--- src/rtl/serial_sample_port.sv ---
module serial_sample_port #(
  parameter int DIV_W    = 5,
  parameter int LEN_W    = 6,
  parameter int MAX_BITS = 32,
  parameter int PER_W    = 12
) (
  input  logic                    clk,
  input  logic                    rst_n,
  input  logic                    cfg_sleep,
  input  logic                    cfg_slave,
  input  logic                    cfg_legacy,
  input  logic [DIV_W-1:0]        cfg_div,
  input  logic [PER_W-1:0]        cfg_period,
  input  logic [LEN_W-1:0]        cfg_frame_len,
  input  logic                    cfg_ext_frame,
  input  logic                    cfg_frame_from_prev,
  input  logic                    cfg_fo_is_end,
  input  logic                    sclk_i,
  output logic                    sclk_o,
  input  logic                    sdin,
  input  logic                    sdfi,
  input  logic                    prev_frame_end,
  output logic                    sdfo,
  output logic                    frame_end,
  output logic [MAX_BITS/2-1:0]   i_word,
  output logic [MAX_BITS/2-1:0]   q_word,
  output logic                    word_valid
);
  localparam int WORD_W = MAX_BITS / 2;
  localparam int CNT_W  = DIV_W + 2;
  localparam int ACC_W  = PER_W + 1;

  // master serial clock divider
  logic             run;
  logic [CNT_W-1:0] cnt, base, ndiv, hi_len;
  logic             m_tick;

  assign base   = CNT_W'(cfg_div) + CNT_W'(1);
  assign ndiv   = cfg_legacy ? (base << 1) : base;
  assign hi_len = (ndiv + CNT_W'(1)) >> 1;
  assign m_tick = !run || (cnt == ndiv - CNT_W'(1));

  always_ff @(posedge clk or negedge rst_n)
    if (!rst_n) begin
      run <= 1'b0;
      cnt <= '0;
    end else if (cfg_sleep) begin
      run <= 1'b0;
      cnt <= '0;
    end else begin
      run <= 1'b1;
      cnt <= m_tick ? '0 : cnt + CNT_W'(1);
    end

  assign sclk_o = run && !cfg_slave && (cnt < hi_len);

  // slave clock synchronizer with matched data delay
  logic [2:0] sck_sy;
  logic [1:0] din_sy, fin_sy;
  always_ff @(posedge clk or negedge rst_n)
    if (!rst_n) begin
      sck_sy <= '0;
      din_sy <= '0;
      fin_sy <= '0;
    end else begin
      sck_sy <= {sck_sy[1:0], sclk_i};
      din_sy <= {din_sy[0], sdin};
      fin_sy <= {fin_sy[0], sdfi};
    end

  logic tick, bit_in, fi_in;
  assign tick   = !cfg_sleep && (cfg_slave ? (sck_sy[2] && !sck_sy[1]) : m_tick);
  assign bit_in = cfg_slave ? din_sy[1] : sdin;
  assign fi_in  = cfg_slave ? fin_sy[1] : sdfi;

  // rate-tracking request generator
  logic [ACC_W-1:0] acc, acc_inc;
  logic             req;
  assign acc_inc = (&acc) ? acc : acc + ACC_W'(1);
  assign req     = tick && (acc_inc >= ACC_W'(cfg_period));

  always_ff @(posedge clk or negedge rst_n)
    if (!rst_n)          acc <= '0;
    else if (cfg_sleep)  acc <= '0;
    else if (req)        acc <= acc_inc - ACC_W'(cfg_period);
    else                 acc <= acc_inc;

  // frame reception
  logic                busy, start_src, start, last;
  logic [LEN_W-1:0]    bcnt, half;
  logic [MAX_BITS-1:0] shreg, full, mask;

  assign start_src = !cfg_ext_frame ? req : (cfg_frame_from_prev ? prev_frame_end : fi_in);
  assign start     = tick && !busy && start_src;
  assign last      = tick && busy && (bcnt == cfg_frame_len - LEN_W'(1));
  assign full      = {shreg[MAX_BITS-2:0], bit_in};
  assign half      = cfg_frame_len >> 1;
  assign mask      = (MAX_BITS'(1) << half) - MAX_BITS'(1);

  always_ff @(posedge clk or negedge rst_n)
    if (!rst_n) begin
      busy  <= 1'b0;
      bcnt  <= '0;
      shreg <= '0;
    end else if (cfg_sleep) begin
      busy  <= 1'b0;
      bcnt  <= '0;
    end else if (tick) begin
      if (busy) begin
        shreg <= full;
        bcnt  <= bcnt + LEN_W'(1);
        if (last) busy <= 1'b0;
      end else if (start) begin
        busy <= 1'b1;
        bcnt <= '0;
      end
    end

  // outputs
  logic req_q, end_q;
  always_ff @(posedge clk or negedge rst_n)
    if (!rst_n) begin
      req_q      <= 1'b0;
      end_q      <= 1'b0;
      word_valid <= 1'b0;
      i_word     <= '0;
      q_word     <= '0;
    end else if (cfg_sleep) begin
      req_q      <= 1'b0;
      end_q      <= 1'b0;
      word_valid <= 1'b0;
    end else begin
      word_valid <= last;
      if (tick) begin
        req_q <= req;
        end_q <= last;
      end
      if (last) begin
        i_word <= WORD_W'((full >> half) & mask);
        q_word <= WORD_W'(full & mask);
      end
    end

  assign sdfo      = cfg_fo_is_end ? end_q : req_q;
  assign frame_end = end_q;
endmodule


--- config.mk ---
export PLATFORM = sky130hd
export DESIGN_NAME = serial_sample_port
export DESIGN_NICKNAME = d
export VERILOG_FILES = /design/src/rtl/serial_sample_port.sv
export SDC_FILE = /design/constraint.sdc
export NUM_CORES = 1
export LEC_CHECK = 0
export BUFFER_PORTS_ARGS = -buffer_cell sky130_fd_sc_hd__buf_4
export CAP_MARGIN = 20
export CORE_MARGIN = 10
export CORE_UTILIZATION = 25
export DETAILED_ROUTE_END_ITERATION = 6
export GPL_TIMING_DRIVEN = 0
export PLACE_DENSITY_LB_ADDON = 0.2
export SLEW_MARGIN = 10
export SYNTH_ARGS = -nofsm -noshare
export SYNTH_HDL_FRONTEND = slang
export SYNTH_SLANG_ARGS = --single-unit
--- constraint.sdc ---
create_clock -name clk -period 4.8 [get_ports clk]
set_input_delay 0.24 -clock clk [delete_from_list [all_inputs] [get_ports clk]]
set_output_delay 0.24 -clock clk [all_outputs]
set_load 0.02 [all_outputs]
==> results.md <==
Outcome:
- The run finished with clean final reports.

Placement:
- Once placement finished, the instance area stood at 8382 um2.
- The number of buffers added on ports is 67.
- At the end of routability-driven placement, the weighted congestion stood at 0.9286.
- The HPWL after detailed placement is 16790 um.

Worst setup path:
- The start-to-end type of the worst setup path is reg2reg.
- The launch instance of the worst register-to-register path is acc[3].
- Of all nets on the critical path, the largest fanout is 10.
- The worst flop-to-flop path endpoint is acc[9].
- Measured in cells, the most critical reg-to-reg path has a length of 15.
- The endpoint type of the worst setup path is a flip-flop.
- Across all register-to-register paths, the minimum setup slack is 430 ps.
- For the worst setup path, the data required time is 5090 ps.
- The data arrival time at the worst-slack endpoint is 4660 ps.
- The kind of launch point of the worst setup path is a flip-flop.

Synthesis:
- Synthesis produced a netlist with a net count of 840.
- For this run, the number of Yosys warnings is 0.
- The largest area contributor in the netlist is dfrtp_1.
- After synthesis, the cell types taking the most area are dfrtp_1 34%, mux2i_1 6.6%, mux2_2 6.4%.
- The top cell type by area accounts for 34.18% of the synthesized area.
- Counting flops and latches in the post-synthesis netlist gives 101.
- The per-instance average area after synthesis is 9.468 um2.
- In this run, synthesis inferred 0 flip-flops with an integrated enable.
- The most used flip-flop cell after synthesis is dfrtp_1.
- The post-synthesis cell count is 781.
- The netlist uses 68 different library cells.
- The fraction of registers with async set or reset after synthesis is 100.0%.
- The synthesized area is 7395 um2.
- The sequential area share after synthesis is 34.18%.

Detailed routing:
- The number of design rule violations left after detail routing is 0.
- Before antenna repair, the detailed router went through 5 iterations.
- The wire length per cell is 17.46 um.
- Across all layers, the routed design uses 6115 vias.
- In the routed layout, each cell is associated on average with a via count of 4.884.
- In this run the remaining antenna-violating nets after routing total 0.
- The total wire length is 21860 um.
- The DRC marker count from the first detailed-route iteration is 316.

Floorplanning:
- The initial cell density of the core is 25.56%.
- The number of rows in the core area is 62.
- The die boundary width is 192.0 um.
- The placeable core region is 28940 um2.
- The overall die area is 36860 um2.
- The height of the die is 192.0 um.
- 71 I/O pins were placed.

Clocking:
- After clock tree synthesis, the clock-pin slew on the worst setup and hold paths is 80 ps.
- The maximum clock path buffer count is 2.
- Clock tree synthesis inserted a total of 9 buffers.
- The H-tree was split into 3 levels.
- The tree built by TritonCTS fans out to 101 sinks.
- The number of setup buffers added after CTS is 0.
- The later pin in the worst-skew pair is clocked with a latency of 360 ps.
- The cell at the root of the clock tree is clkbuf_16.
- TritonCTS built the clock tree.

Global routing:
- The number of antenna violations at the first check in global routing is 1.
- The number of global-route vias before repair is 6200.
- Entering global routing, the biggest net connects 102 pins.
- The global-route wire length before repair is 35470 um.
- The all-layer global routing usage is 11.95%.
- The total grt overflow is 0.

STA:
- The timing-limited maximum frequency is 229.1 MHz.
- The normalized max-slew margin is 37.40%.
- The part of the cycle the worst path needs is 90.95%.
- The routed design could run at a clock period as short as 4366 ps.
- The actual transition at the worst max-transition pin is 939.0 ps.
- The total count of hold-check failures in the final report is 0.
- Hold timing on the final database bottoms out at a slack of 0.1548 ps.
- Adding up every negative setup slack in the final design gives 0 ps.
- Setup repair after global routing left no endpoint under its margin.
- The worst clock skew is 10.80 ps.
- The number of pins with negative max-slew slack in the final report is 0.
- The setup-violating endpoint count in the final report is 0.

Power:
- The worst-case IR drop observed on VDD is 156.8 uV.
- The total power density per cell area is 239.9 nW/um2.
- The standby leakage power is 4.121 nW.

Worst hold path:
- The path type of the worst min-delay path is in2async.

Final layout:
- Leaving out fill and tap cells, the most frequent cell in the layout is dfrtp_1.
- The net count of the finished layout is 921.
- The layout overhead on the synthesized area is 18.31%.
- The final instance area is 8748 um2.
- The top cell types in the final layout, fill and taps aside, are 101 x dfrtp_1, 74 x nand2_1, 69 x buf_4.
- The final core utilization is 30.23%.
- The fraction of layout cells with a size suffix above 1 is 21.57%.

Job:
- The number of max-cap violations is 0.
## flip-flops by register name (all words and copies together), names as in the netlist
| signal | count |
|---|---|
| req_q | 1 |
| run | 1 |
| sck_sy | 3 |
| busy | 1 |
| acc | 13 |
| word_valid | 1 |
| q_word | 16 |
| frame_end | 1 |
| shreg | 31 |
| cnt | 7 |
| i_word | 16 |
| fin_sy | 2 |
| din_sy | 2 |
| bcnt | 6 |
## repair_timing
| item | 4_1_cts | 5_1_grt |
|---|---|---|
| hold buffers | 3 | 0 |
| endpoints found under the setup margin | 0 | 12 |
| hold endpoints to repair | 3 | 0 |
| gates resized for setup | 0 | 4 |
## report_power, final
part	total [mW]	switching [mW]	internal, mW	leakage (nW)
registers	0.908	0.0296	0.878	1.32
logic	0.382	0.225	0.156	2.64
clock network	0.809	0.348	0.461	0.158
## area by class of cell
type | count | area (um2)
diodes | 1 | 2.502
flip-flops and latches | 101 | 2527
inverters | 41 | 153.9
multi-input cells | 595 | 4527
clock inverters | 7 | 97.59
well taps | 384 | 480.5
fillers | 3046 | 20190
repair buffers | 70 | 536.8
plain buffers | 44 | 197.7
clock buffers | 9 | 225.2
## kinds of logic after synthesis
group / Yosys count / share of synthesized area (%)
AOI/OAI and AO/OA: 171 / 15.01
and+or+nand+nor: 236 / 15.72
adders and majority gates: 24 / 4.163
muxes: 125 / 21.46
xor gates and xnor gates: 39 / 4.721
DFF: 101 / 34.18
buffers and inverters: 85 / 4.755
## metrics by stage
| step | setup WS (ps) | power [mW] | instances |
|---|---|---|---|
| final | 434.2 | 2.099 | 1252 |
| after global routing | 4.893 | 2.205 | 1251 |
| after CTS | 208.9 | 2.132 | 1251 |
| after detailed placement | 256.0 | 1.305 | 1232 |
| after global placement | 227.8 | 1.305 | 1232 |
| after floorplan | 1288 | 1.162 | 781 |
## synthesized netlist by cell type, drive strengths merged, types with 4 or more instances
master,count
xor2,15
nand3,28
nor3,18
a21o,12
ha,23
clkbuf,24
o211ai,10
o22ai,5
a21boi,6
o21ai,49
mux4,16
nor2,49
a31o,5
a211oi,8
mux2i,49
buf,20
o31ai,4
mux2,60
xnor2,24
dfrtp,101
o21a,7
and3,16
nand2b,9
a31oi,6
inv,41
nand2,75
nor2b,17
a21oi,39
## critical path, stage by stage (launching register included)
cell and delay, ps:
dfrtp_1 410, and3_1 280, and3_1 260, and3_1 170, clkbuf_1 290, mux2_2 420
ha_1 290, nor2b_1 140, o21a_1 170, o21ai_1 340, a21oi_1 110, o21ai_0 340
a31oi_1 310, nand2_1 260, buf_2 290, mux2i_1 210
## worst max path at each step
stage | from | endpoint | depth (start not counted)
after global routing | acc[4] | acc[8] | 17
after floorplan | acc[4] | acc[0] | 15
after CTS | acc[4] | acc[9] | 16
after global placement | acc[4] | acc[9] | 16
after detailed placement | acc[4] | acc[9] | 16
final | acc[3] | acc[9] | 15
## layer usage
layer	vias up	routed length, um	global-route usage, %
met5	-	0	0
met4	0	278	2.922
met3	12	1157	2.412
met2	124	9567	18.04
met1	3002	10860	17.03
li1	2977	-	-
Power figures use the tool's default switching activity.
